`src/rtl/pump_clk_divider.sv`:
```
module pump_clk_divider #(
  parameter int LEN_W    = 5,
  parameter int CODE_W   = 3,
  parameter int MIN_CODE = 4,
  parameter int MAX_CODE = 6
) (
  input  logic              clk,
  input  logic              rst_n,
  input  logic [LEN_W-1:0]  line_len,
  input  logic [CODE_W-1:0] ratio_code,
  output logic              pump_clk,
  output logic              line_start
);
  localparam int MIN_SHIFT = MIN_CODE - 1;
  localparam int MAX_SHIFT = MAX_CODE - 1;
  localparam int DIV_W     = MAX_SHIFT;
  localparam int SH_W      = $clog2(MAX_SHIFT + 1);

  logic [LEN_W-1:0] lcnt;
  logic [DIV_W-1:0] dcnt;
  logic [SH_W-1:0]  shift_q;
  logic [SH_W-1:0]  shift_d;
  logic             start_q;
  logic             wrap;
  logic [DIV_W-1:0] dmask;
  logic [DIV_W-1:0] half_sel;

  assign wrap = ({1'b0, lcnt} + (LEN_W+1)'(1)) >= {1'b0, line_len};

  always_comb begin
    if (int'(ratio_code) < MIN_CODE)      shift_d = SH_W'(MIN_SHIFT);
    else if (int'(ratio_code) > MAX_CODE) shift_d = SH_W'(MAX_SHIFT);
    else                                  shift_d = SH_W'(int'(ratio_code) - 1);
  end

  assign dmask    = DIV_W'((DIV_W+1)'(1) << shift_q) - DIV_W'(1);
  assign half_sel = dcnt >> (shift_q - SH_W'(1));
  assign pump_clk = ~half_sel[0];
  assign line_start = start_q;

  always_ff @(posedge clk or negedge rst_n) begin
    if (!rst_n) begin
      lcnt    <= '0;
      dcnt    <= '0;
      shift_q <= SH_W'(MIN_SHIFT);
      start_q <= 1'b0;
    end else begin
      start_q <= wrap;
      if (wrap) begin
        lcnt    <= '0;
        dcnt    <= '0;
        shift_q <= shift_d;
      end else begin
        lcnt <= lcnt + LEN_W'(1);
        dcnt <= (dcnt + DIV_W'(1)) & dmask;
      end
    end
  end

  always @(posedge clk) begin
    if (!rst_n) begin
      assert_reset_state_R1: assert (pump_clk && !line_start && lcnt == '0)
        else $error("reset state violated");
    end
  end

  assert_start_at_zero_R2: assert property (@(posedge clk) disable iff (!rst_n)
    line_start |-> (lcnt == '0))
    else $error("line_start away from count 0");

  assert_phase_restart_R6: assert property (@(posedge clk) disable iff (!rst_n)
    line_start |-> (pump_clk && dcnt == '0))
    else $error("phase not restarted at line start");

  assert_ratio_hold_R8: assert property (@(posedge clk) disable iff (!rst_n)
    !line_start |-> $stable(shift_q))
    else $error("ratio changed inside a line");

  assert_ratio_range_R5: assert property (@(posedge clk) disable iff (!rst_n)
    (int'(shift_q) >= MIN_SHIFT) && (int'(shift_q) <= MAX_SHIFT))
    else $error("ratio outside supported range");

  assert_count_bound_R4: assert property (@(posedge clk) disable iff (!rst_n)
    (dcnt & ~dmask) == '0)
    else $error("division count beyond period");
endmodule

```
`config.mk`:
```
export PLATFORM = sky130hd
export DESIGN_NAME = pump_clk_divider
export DESIGN_NICKNAME = d
export VERILOG_FILES = /design/src/rtl/pump_clk_divider.sv
export SDC_FILE = /design/constraint.sdc
export NUM_CORES = 1
export LEC_CHECK = 0
export ABC_AREA = 0
export BUFFER_PORTS_ARGS = -buffer_cell sky130_fd_sc_hd__buf_2
export CORE_MARGIN = 2
export CORE_UTILIZATION = 56
export DETAILED_ROUTE_END_ITERATION = 6
export PLACE_DENSITY_LB_ADDON = 0.3
export SETUP_SLACK_MARGIN = 0.1
export SKIP_LAST_GASP = 1
export SYNTH_ARGS = -nofsm -noshare
export SYNTH_HDL_FRONTEND = slang
export SYNTH_SLANG_ARGS = --single-unit
```
`constraint.sdc`:
```
create_clock -name clk -period 2.6 [get_ports clk]
set_input_delay 0.13 -clock clk [delete_from_list [all_inputs] [get_ports clk]]
set_output_delay 0.13 -clock clk [all_outputs]
set_load 0.01 [all_outputs]
```
==> results of run 1 <==
==> final cells by class <==
| type | count | area (um2) | share of cell area |
|---|---|---|---|
| flip-flops and latches | 14 | 352.8 | 0.3337 |
| clock buffers | 4 | 26.28 | 0.02485 |
| inverters | 9 | 33.78 | 0.03195 |
| multi-input cells | 67 | 559.3 | 0.5290 |
| repair buffers | 12 | 65.06 | 0.06154 |
| well taps | 16 | 20.02 | 0.01893 |
==> report_power, final <==
part / leakage (uW) / switching [uW] / total [uW] / internal, uW
registers: 0.000176 / 101 / 421 / 321
clock network: 0.0000150 / 64.5 / 124 / 59.5
logic: 0.000353 / 343 / 682 / 339
total: 0.000543 / 509 / 1230 / 719
==> path summary, 6_finish.rpt <==
| kind | end | slack [ns] | start |
|---|---|---|---|
| worst max-delay path | shift_q[2]$_DFFE_PN0P_ | 0.40 | lcnt[0]$_DFF_PN0_ |
| worst min-delay path | shift_q[1]$_DFFE_PN1P_ | 0.16 | ratio_code[2] |
| worst max register to register | shift_q[2]$_DFFE_PN0P_ | 0.40 | lcnt[0]$_DFF_PN0_ |
| worst min register to register | dcnt[0]$_DFF_PN0_ | 0.52 | dcnt[0]$_DFF_PN0_ |
| max in group asynchronous | shift_q[1]$_DFFE_PN1P_ | 2.04 | rst_n |
| min in group asynchronous | lcnt[3]$_DFF_PN0_ | 0.28 | rst_n |
==> synthesized netlist by cell type (3+ instances only) <==
| library cell | number |
|---|---|
| a21oi_1 | 3 |
| nand2b_1 | 3 |
| inv_1 | 9 |
| xnor2_1 | 7 |
| ha_1 | 14 |
| nor2_1 | 6 |
| dfrtp_1 | 12 |
| nor2b_1 | 3 |
| nand2_1 | 3 |
| nand3_1 | 6 |
==> worst max-delay path: stages, from the launching register on <==
cell and delay, ns:
dfrtp_1 0.44, ha_1 0.23, nand3_1 0.10, xnor2_1 0.16
ha_1 0.31, nand3_1 0.09, o21ai_2 0.18, a31o_4 0.23
mux2_2 0.35
==> stage by stage <==
stage                     std cells  setup slack, ns  power, uW  hold slack (ns)  area [um2]
after floorplan                  92           0.7014      975.7          -0.1656       960.9
after global placement          117           0.5174       1069          0.03182        1021
after detailed placement        117           0.4016       1113          0.03374        1021
after CTS                       122           0.3888       1242           0.1601        1057
after global routing            122           0.2609       1347           0.1847        1057
final                           122           0.3978       1228           0.1640        1057
==> repair_timing <==
action                    4_1_cts  5_1_grt
hold endpoints to repair       14        0
hold buffers                    1        0
resized for setup               0        0
==> metal layers <==
| layer | global-route usage | wire length [um] | share of wire | vias to the layer above |
|---|---|---|---|---|
| met5 | 0 | 0 | 0 | - |
| met4 | 0.05294 | 12 | 0.0073 | 0 |
| met3 | 0.07143 | 62 | 0.038 | 2 |
| met2 | 0.3465 | 839 | 0.51 | 10 |
| met1 | 0.2380 | 731 | 0.44 | 314 |
| li1 | - | - | - | 337 |
==> sequential cells by signal (all words and copies together) (netlist names) <==
register and cells:
lcnt 5, dcnt 5, shift_q 3, line_start 1
==> cells by family (layout without fill, tap and decap cells) <==
family | Yosys count | count (layout) | share of synthesized area
buffers and inverters | 11 | 25 | 0.05077
AND/OR/NAND/NOR | 29 | 29 | 0.1758
AO/OA/AOI/OAI | 11 | 11 | 0.08595
adder cells (fa/ha/maj) | 14 | 14 | 0.1823
flip-flops | 14 | 14 | 0.3672
multiplexers | 4 | 4 | 0.05599
XOR/XNOR | 9 | 9 | 0.08204
==> reports/qor.yml, run 1 <==
route:
  wl_mm: 1.645
  antenna_left: 0
  avgRoutedWirePerCell_um: 13.48
  drt_iter0_markers: 7
  first_pass_iters: 4
  drc: 0
  viasPerCell: 5.434
  vias: 663
clocking:
  clkSinkCount: 14
  cts_buffers: 3
  post_cts_buffers: 0
  root_buffer: "clkbuf_4"
  cts_htree_levels: 1
  cts_tree: "done"
  path_clk_slew_ns: 0.08
  clock_path_buffers: 2
  worstSkewPairLatency_ns: 0.27
synth:
  synth-main-ff-cell: "dfrtp_1"
  synthesis.area_um2: 960.9
  ys_types: 29
  ys_warn_count: 0
  yosys-top-cells-area: "dfrtp_1 31%, ha_1 18%, xnor2_1 6.4%"
  synthArstFlopShare: 1.000
  syn_nets: 116
  ys_ff_latch: 14
  synth-edff-count: 0
  synthCells: 92
  yosysTopAreaCell: "dfrtp_1"
  netlist.area_leader.share: 0.3125
  yosysSeqAreaShare: 0.3672
  syn_area_per_cell_um2: 10.44
finish:
  antennaDiodeCount: 0
  final_cell_mix: "14 x ha_1, 12 x dfrtp_1, 11 x buf_2"
  drive_above_1_share: 0.2264
  num-nets-final: 131
  area_delta_synth_final_pct: 10.03
  utilization: 0.6782
  final_common_cell: "ha_1"
  n_fill_cell: 129
pwr:
  peakVddDrop_mv: 0.6679
  leakagePower_uw: 0.0005435
  p_per_area_nw_per_um2: 1161
floorplanning:
  pin_count: 12
  die_w_um: 45.43
  rows: 14
  coreArea_um2: 1559
  chipHeight_um: 45.43
  start_util: 0.6164
  dieArea_um2: 2063
setup_path:
  worstSetupPathType: "reg -> reg"
  crit_required_ns: 2.76
  crit_arrival_ns: 2.37
  crit_path_end_kind: "flop"
  start_kind: "flop"
  crit_fanout: 12
  r2r_cells: 8
timing:
  rsz0062_at_grt: "no"
  timing.final.crit_share: 0.8470
  worstMarginPinSlew_ns: 0.2999
  max_freq_mhz: 454.1
  final-setup-viol-count: 0
  min_period_ns: 2.202
  setup_tns_ns: 0
  hold_viol: 0
  finalMaxSlewViolations: 0
  skew_ns: 0.0004011
  slew-limit-headroom: 0.8001
flow_run:
  drv_cap: 0
global_routing:
  grt_pass1_wl_mm: 2.884
  grt_usage: 0.2022
  antenna_found_initial: 0
  grt_overflow: 0
  grt_pass1_vias: 676
  grt_max_degree: 15
run_status:
  status: "complete, no violations"
worst_hold_path:
  min_path_type: "in -> reg"
  whs_path_depth: 3
placement:
  portBuffers: 11
  place.gp.congestion: 0.7741
  dp_hpwl_mm: 1.364
Power figures use the tool's default switching activity.
==> run 2, diff against run 1 <==
- CORE_UTILIZATION: 56 -> 50
- clock period: 2.6 -> 2 ns (I/O delays scaled with it)
==> reports/qor.yml, run 2 (synthesis gave the netlist of run 1 again) <==
setup_path:
  crit_family: "adder cells"
  crit_required_ns: 2.21
  slowest_delay_ns: 0.44
  start_kind: "flop"
  worstSetupPathType: "reg -> reg"
  cp_slowest_cell: "dfrtp_2"
  path_buf_inv: 1
  crit_fanout: 5
  crit_arrival_ns: 2.24
  crit_chain: "ha_4, nand3_2, xnor2_2, ha_1, a21oi_2, o21ai_2, a31o_4, buf_4, nor3_2"
  crit_path_end_kind: "flop"
timing:
  finalMaxSlewViolations: 0
  rsz0062_at_grt: "yes"
  slew-limit-headroom: 0.8002
  min_period_ns: 2.027
  hold_viol: 0
  worstMarginPinSlew_ns: 0.2996
  timing.final.crit_share: 1.013
  max_freq_mhz: 493.5
  final-setup-viol-count: 6
  fin_worst_hold_slack_ns: 0.09040
  postLayoutSetupSlackWorst_ns: -0.02654
  skew_ns: 0.0006064
clocking:
  path_clk_slew_ns: 0.09
  cts_tree: "done"
  cts_htree_levels: 1
  cts_buffers: 3
  clkSinkCount: 14
  clock_path_buffers: 2
  root_buffer: "clkbuf_4"
  worstSkewPairLatency_ns: 0.28
pwr:
  leakagePower_uw: 0.0006077
  p_per_area_nw_per_um2: 1611
  peakVddDrop_mv: 0.9459
placement:
  portBuffers: 11
  placed_cell_area_um2: 1055
  dp_hpwl_mm: 1.308
  place.gp.congestion: 0.7636
  place_ws_ns: -0.07842
route:
  first_pass_iters: 4
  drt_iter0_markers: 8
  viasPerCell: 5.007
  vias: 706
  drc: 0
  avgRoutedWirePerCell_um: 12.79
  antenna_left: 0
  wl_mm: 1.803
floorplanning:
  coreArea_um2: 1764
  die_w_um: 47.84
  dieArea_um2: 2289
  chipHeight_um: 47.84
  rows: 15
  start_util: 0.5447
  pin_count: 12
worst_hold_path:
  min_path_type: "in -> reg"
finish:
  largestRegisters: "dcnt: 5 flops, lcnt: 5 flops, shift_q: 3 flops"
  antennaDiodeCount: 0
  final_cell_mix: "11 x ha_1, 11 x buf_2, 10 x dfrtp_1, 10 x buf_4, 7 x inv_1"
  num-nets-final: 141
  drive_above_1_share: 0.4224
  area_delta_synth_final_pct: 27.47
  stdcell_area_um2: 1225
global_routing:
  grt_pass1_vias: 653
  grt_overflow: 0
  grt_max_degree: 15
  grt_usage: 0.1736
  grt_busiest_layer: "met2"
  grtUsageMet2: 0.2880
  antenna_found_initial: 0
  grt_pass1_wl_mm: 2.684
  met3_usage: 0.04528
  grt.met1_usage: 0.2088
run_status:
  violations: "negative setup slack"
  status: "finished, violations left"
flow_run:
  drv_cap: 0
==> run 2: layout make-up <==
| class | count | area [um2] |
|---|---|---|
| clock buffer | 4 | 36.28 |
| fill | 144 | 539.3 |
| inverter | 9 | 33.78 |
| multi-input combinational | 67 | 628.1 |
| sequential | 14 | 355.3 |
| tap | 25 | 31.28 |
| timing repair buffer | 22 | 140.1 |
==> run 2: per-layer routing <==
layer	up-vias	share of wire
li1	355	-
met1	335	0.47
met2	12	0.48
met3	4	0.029
met4	0	0.019
met5	-	0
==> run 2: what timing repair did <==
action / in CTS / in global routing
pin swaps: 1 / 7
hold buffers: 1 / 0
resized for setup: 3 / 13
gates cloned: 0 / 0
hold endpoints to repair: 14 / 0
endpoints found under the setup margin: 7 / 13
buffers inserted: 5 / 2
==> run 2: worst register-to-register path: cells and delay by family, from the launching register on <==
family / cells / cell delay (ns)
simple gates: 2 / 0.26
fa+ha+maj: 2 / 0.49
xor+xnor: 1 / 0.16
buf+inv: 1 / 0.15
compound gates: 3 / 0.46
flops: 1 / 0.44
==> run 2: metrics by stage <==
stage | TNS, ns | power (uW) | cells | utilization
6_report | -0.09151 | 1973 | 141 | 0.6943
5_1_grt | -0.6222 | 2132 | 141 | 0.6943
4_1_cts | -0.01194 | 1829 | 139 | 0.6567
3_5_place_dp | -0.1907 | 1482 | 129 | 0.5979
3_3_place_gp | -0.01778 | 1457 | 129 | 0.5979
2_1_floorplan | 0 | 1268 | 92 | -
==> run 2: power breakdown <==
| group | internal, uW | switching, uW | leakage (uW) |
|---|---|---|---|
| clock network | 111 | 96.5 | 0.0000210 |
| logic | 670 | 539 | 0.000413 |
| registers | 421 | 136 | 0.000174 |
| total | 1200 | 772 | 0.000608 |
==> run 2: path summary, 6_finish.rpt <==
check / startpoint / endpoint / slack [ns] / cells past startpoint
hold reg to reg: dcnt[0]$_DFF_PN0_ / dcnt[0]$_DFF_PN0_ / 0.51 / 1
setup / recovery: lcnt[0]$_DFF_PN0_ / dcnt[2]$_DFF_PN0_ / -0.03 / 9
hold / removal: ratio_code[2] / shift_q[1]$_DFFE_PN1P_ / 0.09 / 3
min in group asynchronous: rst_n / lcnt[3]$_DFF_PN0_ / 0.23 / 2
setup reg to reg: lcnt[0]$_DFF_PN0_ / dcnt[2]$_DFF_PN0_ / -0.03 / 9
max in group asynchronous: rst_n / shift_q[0]$_DFFE_PN1P_ / 1.49 / 2
==> run 3, diff against run 2 <==
- CELL_PAD_IN_SITES_DETAIL_PLACEMENT: default -> 1
- CELL_PAD_IN_SITES_GLOBAL_PLACEMENT: default -> 1
- CORE_UTILIZATION: 50 -> 39
- GPL_TIMING_DRIVEN: default -> 0
==> reports/qor.yml, run 3 (synthesis gave the netlist of run 1 again) <==
global_routing:
  grt_pass1_vias: 826
  grt_overflow: 0
  grt.met1_usage: 0.2197
  antenna_found_initial: 0
  grt_busiest_layer: "met2"
  grt_usage: 0.1864
  met3_usage: 0.05833
  grt_max_degree: 15
  grtUsageMet2: 0.3436
  grt_pass1_wl_mm: 3.760
setup_path:
  r2r_cells: 9
  slowest_delay_ns: 0.43
  crit_fanout: 10
  crit_family: "compound AO/OA/AOI/OAI gates"
  cp.depth: 9
  worstSetupPathType: "reg -> reg"
  path_buf_inv: 1
  cp_slowest_cell: "dfrtp_1"
  crit_chain: "nand3_2, xnor2_2, ha_1, a21o_1, a21oi_2, o21ai_2, a31o_4, buf_12, mux2i_2"
  start_kind: "flop"
  crit_required_ns: 2.20
  crit_arrival_ns: 2.26
  crit_path_end_kind: "flop"
placement:
  place.gp.congestion: 0.7523
  placed_cell_area_um2: 1051
  portBuffers: 11
  dp_hpwl_mm: 1.545
floorplanning:
  chipHeight_um: 53.64
  start_util: 0.4222
  dieArea_um2: 2877
  pin_count: 12
  die_w_um: 53.64
  coreArea_um2: 2276
  rows: 17
timing:
  rsz0062_at_grt: "yes"
  timing.final.crit_share: 1.031
  slew-limit-headroom: 0.7861
  min_period_ns: 2.062
  postLayoutSetupSlackWorst_ns: -0.06217
  max_freq_mhz: 484.9
  finalMaxSlewViolations: 0
  worstMarginPinSlew_ns: 0.3208
  final-setup-viol-count: 6
  skew_ns: 0.01005
  hold_viol: 0
finish:
  antennaDiodeCount: 0
  num-nets-final: 142
  final_cell_mix: "12 x dfrtp_1, 11 x ha_1, 11 x buf_2"
  n_fill_cell: 262
  largestRegisters: "dcnt: 5 flops, lcnt: 5 flops, shift_q: 3 flops"
  drive_above_1_share: 0.3932
  multi_input_area_um2: 634.4
  area_delta_synth_final_pct: 29.17
  final_common_cell: "dfrtp_1"
  regArea_um2: 352.8
  stdcell_area_um2: 1241
clocking:
  clock_path_buffers: 2
  worstSkewPairLatency_ns: 0.28
  clkSinkCount: 14
  cts_buffers: 3
  cts_htree_levels: 1
  cts_tree: "done"
  path_clk_slew_ns: 0.08
  root_buffer: "clkbuf_4"
route:
  first_pass_iters: 4
  avgRoutedWirePerCell_um: 14.56
  viasPerCell: 4.966
  drc: 0
  drt_iter0_markers: 2
  vias: 720
  wl_mm: 2.111
  antenna_left: 0
pwr:
  leakagePower_uw: 0.0006112
  p_per_area_nw_per_um2: 1613
  power_uw: 2002
  peakVddDrop_mv: 0.7675
run_status:
  status: "finished, violations left"
  violations: "negative setup slack"
worst_hold_path:
  min_path_type: "in -> reg"
  whs_path_depth: 3
flow_run:
  drv_cap: 0
## run 3: cell types whose count changed in the layout (fill, tap and decap cells not counted), moves of 2 or more
cell,before,now
dfrtp_1,10,12
clkbuf_1,0,2
nand3_2,1,3
dfrtp_2,2,0
## run 3: worst paths after layout
path / startpoint / end / slack (ns)
min in group asynchronous: rst_n / dcnt[3]$_DFF_PN0_ / 0.23
setup / recovery: lcnt[0]$_DFF_PN0_ / shift_q[1]$_DFFE_PN1P_ / -0.06
hold reg to reg: dcnt[0]$_DFF_PN0_ / dcnt[0]$_DFF_PN0_ / 0.53
setup reg to reg: lcnt[0]$_DFF_PN0_ / shift_q[1]$_DFFE_PN1P_ / -0.06
hold / removal: ratio_code[2] / shift_q[0]$_DFFE_PN1P_ / 0.15
max in group asynchronous: rst_n / shift_q[0]$_DFFE_PN1P_ / 1.47
## run 3: final cells by class
cell class | instances | area share
multi-input cells | 67 | 0.5111
well taps | 28 | 0.02823
flip-flops and latches | 14 | 0.2843
inverters | 9 | 0.02923
repair buffers | 21 | 0.1069
plain buffers | 2 | 0.01915
clock buffers | 4 | 0.02117
## run 3: metal layers
| layer | share of wire | wire, um |
|---|---|---|
| met1 | 0.45 | 951 |
| met2 | 0.52 | 1090 |
| met3 | 0.032 | 68 |
| met4 | 0 | 0 |
| met5 | 0 | 0 |
## run 3: power by group
group | switching (uW) | total [uW] | internal [uW]
clock network | 89.3 | 167 | 77.3
registers | 117 | 534 | 417
logic | 596 | 1300 | 706
total | 802 | 2000 | 1200
## run 3: metrics by stage
step | hold slack (ns) | worst slack, ns | util | instances | TNS (ns)
final | 0.1453 | -0.06217 | 0.5454 | 145 | -0.2897
after global placement | 0.01372 | -0.04911 | 0.4618 | 131 | -0.1836
after floorplan | -0.1956 | 0.1014 | - | 92 | 0
after CTS | 0.1309 | -0.02548 | 0.5267 | 143 | -0.09460
after global routing | 0.1716 | -0.2175 | 0.5454 | 145 | -1.922
after detailed placement | 0.01969 | -0.1073 | 0.4618 | 131 | -0.7120
## run 3: repair_timing
item / CTS / global route
setup buffers: 7 / 3
resized for setup: 10 / 6
hold endpoints to repair: 14 / 0
hold buffers: 1 / 0
setup endpoints to repair: 13 / 15
pin swaps: 7 / 7
## run 3: worst register-to-register path: stages (launching register included)
cell	delay (ns)
dfrtp_1	0.43
nand3_2	0.13
xnor2_2	0.21
ha_1	0.29
a21o_1	0.18
a21oi_2	0.14
o21ai_2	0.08
a31o_4	0.23
buf_12	0.15
mux2i_2	0.16
